$ cat config.mk
export PLATFORM = sky130hd
export DESIGN_NAME = pwm_cmp_gen
export DESIGN_NICKNAME = d
export VERILOG_FILES = /design/src/rtl/pwm_cmp_pkg.sv /design/src/rtl/pwm_cmp_regs.sv /design/src/rtl/pwm_cmp_prescale.sv /design/src/rtl/pwm_cmp_counter.sv /design/src/rtl/pwm_cmp_gen.sv
export SDC_FILE = /design/constraint.sdc
export NUM_CORES = 1
export LEC_CHECK = 0
export BUFFER_PORTS_ARGS = -buffer_cell sky130_fd_sc_hd__clkbuf_2
export CORE_MARGIN = 5
export CORE_UTILIZATION = 37
export DETAILED_ROUTE_END_ITERATION = 12
export PLACE_DENSITY = 0.68
export SLEW_MARGIN = 20
export SYNTH_ARGS = -nofsm -noshare
export SYNTH_HDL_FRONTEND = slang
export SYNTH_SLANG_ARGS = --single-unit
$ cat constraint.sdc
create_clock -name clk_i -period 2.25 [get_ports clk_i]
set_input_delay 0.225 -clock clk_i [delete_from_list [all_inputs] [get_ports clk_i]]
set_output_delay 0.225 -clock clk_i [all_outputs]
set_load 0.01 [all_outputs]
$ cat src/rtl/pwm_cmp_pkg.sv
package pwm_cmp_pkg;
  typedef enum logic [1:0] {
    ADDR_PRESC = 2'd0,
    ADDR_CMP   = 2'd1,
    ADDR_CTRL  = 2'd2,
    ADDR_CLR   = 2'd3
  } reg_addr_e;

  typedef struct packed {
    logic irq_en;
    logic out_en;
  } ctrl_t;
endpackage

$ cat src/rtl/pwm_cmp_regs.sv
module pwm_cmp_regs
  import pwm_cmp_pkg::*;
#(
  parameter int unsigned DATA_W = 8,
  parameter int unsigned PRE_W  = 8,
  parameter int unsigned CNT_W  = 8
) (
  input  logic              clk_i,
  input  logic              rst_ni,
  input  logic              wr_en_i,
  input  logic [1:0]        wr_addr_i,
  input  logic [DATA_W-1:0] wr_data_i,
  output logic [PRE_W-1:0]  presc_o,
  output logic [CNT_W-1:0]  cmp_o,
  output ctrl_t             ctrl_o,
  output logic              clr_o
);
  reg_addr_e addr;
  logic [PRE_W-1:0] presc_q;
  logic [CNT_W-1:0] cmp_q;
  ctrl_t            ctrl_q;

  assign addr = reg_addr_e'(wr_addr_i);

  always_ff @(posedge clk_i or negedge rst_ni) begin
    if (!rst_ni) begin
      presc_q <= '0;
      cmp_q   <= '0;
      ctrl_q  <= '0;
    end else if (wr_en_i) begin
      case (addr)
        ADDR_PRESC: presc_q <= PRE_W'(wr_data_i);
        ADDR_CMP:   cmp_q   <= CNT_W'(wr_data_i);
        ADDR_CTRL:  ctrl_q  <= ctrl_t'(wr_data_i[1:0]);
        default:    ;
      endcase
    end
  end

  assign presc_o = presc_q;
  assign cmp_o   = cmp_q;
  assign ctrl_o  = ctrl_q;
  assign clr_o   = wr_en_i && (addr == ADDR_CLR) && wr_data_i[0];
endmodule

$ cat src/rtl/pwm_cmp_prescale.sv
module pwm_cmp_prescale #(
  parameter int unsigned PRE_W = 8
) (
  input  logic             clk_i,
  input  logic             rst_ni,
  input  logic             stop_i,
  input  logic [PRE_W-1:0] presc_i,
  output logic             tick_o
);
  logic             half_q;
  logic [PRE_W-1:0] pre_q;
  logic             base_tick;

  // base rate is clk/2, produced as an enable, not a derived clock
  assign base_tick = half_q && !stop_i;

  always_ff @(posedge clk_i or negedge rst_ni) begin
    if (!rst_ni) begin
      half_q <= 1'b0;
      pre_q  <= '0;
    end else if (!stop_i) begin
      half_q <= !half_q;
      if (base_tick) begin
        if (pre_q == '0) pre_q <= presc_i;
        else             pre_q <= pre_q - 1'b1;
      end
    end
  end

  assign tick_o = base_tick && (pre_q == '0);
endmodule

$ cat src/rtl/pwm_cmp_counter.sv
module pwm_cmp_counter #(
  parameter int unsigned CNT_W = 8
) (
  input  logic             clk_i,
  input  logic             rst_ni,
  input  logic             tick_i,
  input  logic [CNT_W-1:0] cmp_i,
  output logic [CNT_W-1:0] cnt_o,
  output logic [CNT_W-1:0] cmp_act_o,
  output logic             wrap_o,
  output logic             level_o
);
  localparam logic [CNT_W-1:0] LAST = CNT_W'((2 ** CNT_W) - 2);

  logic [CNT_W-1:0] cnt_q;
  logic [CNT_W-1:0] cmp_act_q;

  assign wrap_o = tick_i && (cnt_q == LAST);

  always_ff @(posedge clk_i or negedge rst_ni) begin
    if (!rst_ni) begin
      cnt_q     <= '0;
      cmp_act_q <= '0;
    end else if (tick_i) begin
      if (wrap_o) begin
        cnt_q     <= '0;
        cmp_act_q <= cmp_i;  // shadow load only at period start
      end else begin
        cnt_q <= cnt_q + 1'b1;
      end
    end
  end

  // all-ones compare never matches a count that stops one short of it
  assign level_o   = (cnt_q >= cmp_act_q);
  assign cnt_o     = cnt_q;
  assign cmp_act_o = cmp_act_q;
endmodule

$ cat src/rtl/pwm_cmp_gen.sv
module pwm_cmp_gen
  import pwm_cmp_pkg::*;
#(
  parameter int unsigned DATA_W = 8,
  parameter int unsigned PRE_W  = 8,
  parameter int unsigned CNT_W  = 8
) (
  input  logic              clk_i,
  input  logic              rst_ni,
  input  logic              idle_i,
  input  logic              pdown_i,
  input  logic              wr_en_i,
  input  logic [1:0]        wr_addr_i,
  input  logic [DATA_W-1:0] wr_data_i,
  output logic              pwm_o,
  output logic              pwm_oe_o,
  output logic              irq_o
);
  logic [PRE_W-1:0] presc_w;
  logic [CNT_W-1:0] cmp_w;
  logic [CNT_W-1:0] cnt_w;
  logic [CNT_W-1:0] cmp_act_w;
  ctrl_t            ctrl_w;
  logic             clr_w;
  logic             stop_w;
  logic             tick_w;
  logic             wrap_w;
  logic             level_w;
  logic             flag_q;

  assign stop_w = idle_i || pdown_i;

  pwm_cmp_regs #(.DATA_W(DATA_W), .PRE_W(PRE_W), .CNT_W(CNT_W)) regs_i (
    .clk_i    (clk_i),
    .rst_ni   (rst_ni),
    .wr_en_i  (wr_en_i),
    .wr_addr_i(wr_addr_i),
    .wr_data_i(wr_data_i),
    .presc_o  (presc_w),
    .cmp_o    (cmp_w),
    .ctrl_o   (ctrl_w),
    .clr_o    (clr_w)
  );

  pwm_cmp_prescale #(.PRE_W(PRE_W)) pre_i (
    .clk_i  (clk_i),
    .rst_ni (rst_ni),
    .stop_i (stop_w),
    .presc_i(presc_w),
    .tick_o (tick_w)
  );

  pwm_cmp_counter #(.CNT_W(CNT_W)) cnt_i (
    .clk_i    (clk_i),
    .rst_ni   (rst_ni),
    .tick_i   (tick_w),
    .cmp_i    (cmp_w),
    .cnt_o    (cnt_w),
    .cmp_act_o(cmp_act_w),
    .wrap_o   (wrap_w),
    .level_o  (level_w)
  );

  // set has priority over a same-cycle clear
  always_ff @(posedge clk_i or negedge rst_ni) begin
    if (!rst_ni)     flag_q <= 1'b0;
    else if (wrap_w) flag_q <= 1'b1;
    else if (clr_w)  flag_q <= 1'b0;
  end

  assign pwm_o    = stop_w ? 1'b1 : level_w;
  assign pwm_oe_o = ctrl_w.out_en;
  assign irq_o    = flag_q && ctrl_w.irq_en;
endmodule

==> results.md <==
Detailed routing
• **Remaining DRCs** 0
• **routed wire length** 4390 um
• **antenna violation net count after detailed routing** 0
• **met3 layer wire length in the routed design** 183 um
• **via density per instance** 5.22
• **length of routed wiring on met1** 2190 um
• **initial DRC count** 76
• **met2 wire length** 1900 um
• **top metal layer carrying routed signals** met4
• **total iterations of the first detailed-routing run** 4
• **average wire per standard cell** 14.5 um
• **via total after detailed routing** 1576

Yosys
• **area share of the largest cell type after synthesis** 49.8%
• **most frequently used flop master after synthesis** sky130_fd_sc_hd__dfrtp_1
• **share of the yosys chip area belonging to registers** 49.8%
• **average size of a mapped cell** 10.9 um^2
• **number of synthesized flops with an enable pin** 0
• **fraction of synthesis flops using an asynchronous set or reset pin** 100%
• **most used standard cells in the synthesized netlist** 44 x sky130_fd_sc_hd__dfrtp_1, 21 x sky130_fd_sc_hd__o21ai_0, 19 x sky130_fd_sc_hd__mux2_2, 13 x sky130_fd_sc_hd__inv_1, 12 x sky130_fd_sc_hd__ha_1
• **number of flip-flops and latches in the synthesized netlist** 44
• **Synth Cell Area** 2210 um^2
• **synth unique cells** 44
• **largest area contributor in the synthesized netlist** sky130_fd_sc_hd__dfrtp_1
• **Synth warnings** 0
• **syn_nets** 230
• **most common cell in the netlist** sky130_fd_sc_hd__dfrtp_1
• **Cells after Synth** 203
• **largest cells by area after synthesis** sky130_fd_sc_hd__dfrtp_1 50%, sky130_fd_sc_hd__mux2_2 9.7%, sky130_fd_sc_hd__ha_1 6.8%, sky130_fd_sc_hd__o21ai_0 4.8%, sky130_fd_sc_hd__nand3_1 2.5%

Cells and area
• **final instance area** 2510 um^2
• **Final nets** 253
• **layout cells sized above 1** 25.1%
• **share of the core filled with cells in the final layout** 42.9%
• **Antenna diodes** 0
• **P&R area growth vs syn** 13.5%

Die
• **count of boundary I/O pins** 18
• **total die area** 7620 um^2
• **Die H** 87.3 um
• **initial standard-cell utilization of the core** 37.8%
• **core area** 5850 um^2
• **standard-cell rows** 28
• **chip width** 87.3 um

Critical path
• **Worst EP arrival** 2.41 ns
• **FF-to-FF setup slack** 0.08 ns
• **crit path kind** register to register
• **kind of start point of the critical path** register
• **reg-to-reg critical path startpoint** pre_i.pre_q[4]
• **Data required, critical path** 2.49 ns
• **logic depth of the worst register-to-register path** 4
• **list of cells traversed by the critical path** or4_4 -> or3_4 -> or4_1 -> a21oi_1
• **Max stage delay cell, worst path** sky130_fd_sc_hd__or4_4
• **reg-to-reg endpoint** cnt_i.cnt_o[6]
• **CP peak stage delay** 0.58 ns
• **CP endpoint kind** register
• **critical path peak fanout** 8

Outcome
• **status** completed

Clock tree
• **root cell of the clock tree** sky130_fd_sc_hd__clkbuf_8
• **maximum clock path buffer count** 2
• **sink count of the clock tree** 44
• **clock latency at the later pin of the worst-skew pair** 0.31 ns
• **number of buffers created by CTS** 5
• **H-tree depth reported by CTS** 2
• **CTS tree** yes
• **clock edge transition at the registers on the reported setup and hold paths** 0.09 ns
• **post-CTS setup-driven buffer insertion count** 0
• **Resized cells post-CTS** 0

Global routing
• **largest net degree at the start of global routing** 29
• **initial antenna violation count** 0
• **via count of the first global-routing pass** 1539
• **aggregate global-route resource usage** 13.1%
• **wire length of the first global-routing pass** 7650 um
• **total overflow reported by the global router** 0

Worst hold path
• **class of the tightest hold or removal check** input pin to register
• **worst hold path startpoint** wr_data_i[5]
• **Endpoint, Worst Hold** regs_i.cmp_o[5]
• **hold-critical path depth** 2

Placed design
• **worst slack after detailed placement** 0.0887 ns
• **final weighted congestion of routability-driven global placement** 0.792
• **post-detail-place hpwl** 3300 um
• **cell area after placement** 2380 um^2
• **count of port buffers added during placement** 17

STA
• **Worst Skew** 0.00651 ns
• **slew at the pin closest to its max-slew limit** 0.516 ns
• **maximum clock rate** 0.461 GHz
• **ratio of final minimum period to clock period** 96.4%
• **RSZ-0062 raised after global routing** no
• **final-report max-slew violation count** 0
• **sum of negative setup slack** 0 ns
• **final number of hold-violating endpoints** 0
• **final period demand of the worst path** 2.17 ns
• **final worst setup slack** 0.0814 ns
• **final count of negative-setup-slack endpoints** 0
• **relative slew slack** 65.6%

Pwr
• **peak supply drop** 0.524 mV
• **cell area power density** 890 nW/um^2
• **Pleak** 1.15 nW

Job
• **number of max-capacitance violations reported** 0

[metal layers]
layer / global-route usage (%) / vias to the layer above
li1: - / 782
met1: 18.9 / 757
met2: 18.6 / 27
met3: 2.93 / 10
met4: 6.28 / 0
met5: 0 / -
[state kept, by name (all words and copies together) (netlist names)]
signal and cells:
pre_i.half_q 1, regs_i.ctrl_o 2, regs_i.cmp_o 8, regs_i.presc_o 8, pre_i.pre_q 8, flag_q 1, cnt_i.cnt_o 8, cnt_i.cmp_act_o 8
[cell families (layout without fill, tap and decap cells)]
family / Yosys count / in the layout / synth area share, %
and+or+nand+nor: 60 / 60 / 15.7
DFF: 44 / 44 / 49.8
AOI/OAI and AO/OA: 43 / 43 / 11.8
muxes: 21 / 21 / 10.6
xor gates and xnor gates: 2 / 2 / 0.793
adders and majority gates: 12 / 12 / 6.79
buffers and inverters: 21 / 45 / 4.53
[how the worst max path moves through the flow]
| stage | startpoint | to |
|---|---|---|
| 2_1_floorplan | pre_i.pre_q[0] | cnt_i.cnt_o[6] |
| 3_3_place_gp | pre_i.pre_q[0] | cnt_i.cnt_o[6] |
| 3_5_place_dp | pre_i.pre_q[0] | cnt_i.cnt_o[6] |
| 4_1_cts | pre_i.pre_q[0] | cnt_i.cnt_o[6] |
| 5_1_grt | pre_i.pre_q[4] | cnt_i.cnt_o[6] |
| 6_report | pre_i.pre_q[4] | cnt_i.cnt_o[6] |
[worst max-delay path: cells and delay by family, from the launching register on]
| family | cells | cell delay (ns) |
|---|---|---|
| DFF | 1 | 0.41 |
| AOI/OAI and AO/OA | 1 | 0.15 |
| and+or+nand+nor | 3 | 1.54 |
[placed cells by master (no fill, tap or decap), drive strengths merged, types with 2 or more instances in the layout]
master / count
dfrtp: 44
nand3b: 2
nor4: 2
or3b: 3
or2: 2
o22a: 3
nand4: 2
or3: 4
and4: 2
mux2i: 2
buf: 6
clkbuf: 22
o21ai: 21
nor2: 11
a21oi: 7
and2: 4
a211oi: 2
nand2: 7
nor3: 3
or4: 4
ha: 12
mux2: 19
inv: 14
a21o: 2
o31ai: 4
nand3: 11
[per-stage QoR]
step | total power (W) | instances | hold slack (ns)
after floorplan | 0.00146 | 203 | -0.0706
after global placement | 0.00160 | 293 | 0.190
after detailed placement | 0.00162 | 293 | 0.189
after CTS | 0.00225 | 302 | 0.161
after global routing | 0.00238 | 302 | 0.163
final | 0.00223 | 302 | 0.164
[repair_timing]
| action | in CTS | in global routing |
|---|---|---|
| setup endpoints to repair | 0 | 1 |
| hold buffers | 1 | 0 |
| hold endpoints to repair | 16 | 0 |
[report_power, final]
part	switching (W)	internal, W	leakage, nW
Sequential	0.000148	0.000953	0.513
Clock	0.000289	0.000334	0.0548
Combinational	0.000253	0.000255	0.587
Total	0.000689	0.00154	1.15
[final cells by class]
cell class,instances,area [um^2]
Tap cell,75,93.8
Fill cell,541,3340
Multi-Input combinational cell,138,1010
Inverter,13,48.8
Sequential cell,44,1100
Timing Repair Buffer,24,140
Clock buffer,5,68.8
Clock inverter,3,46.3
No activity file was read; power rests on OpenSTA's default activity.
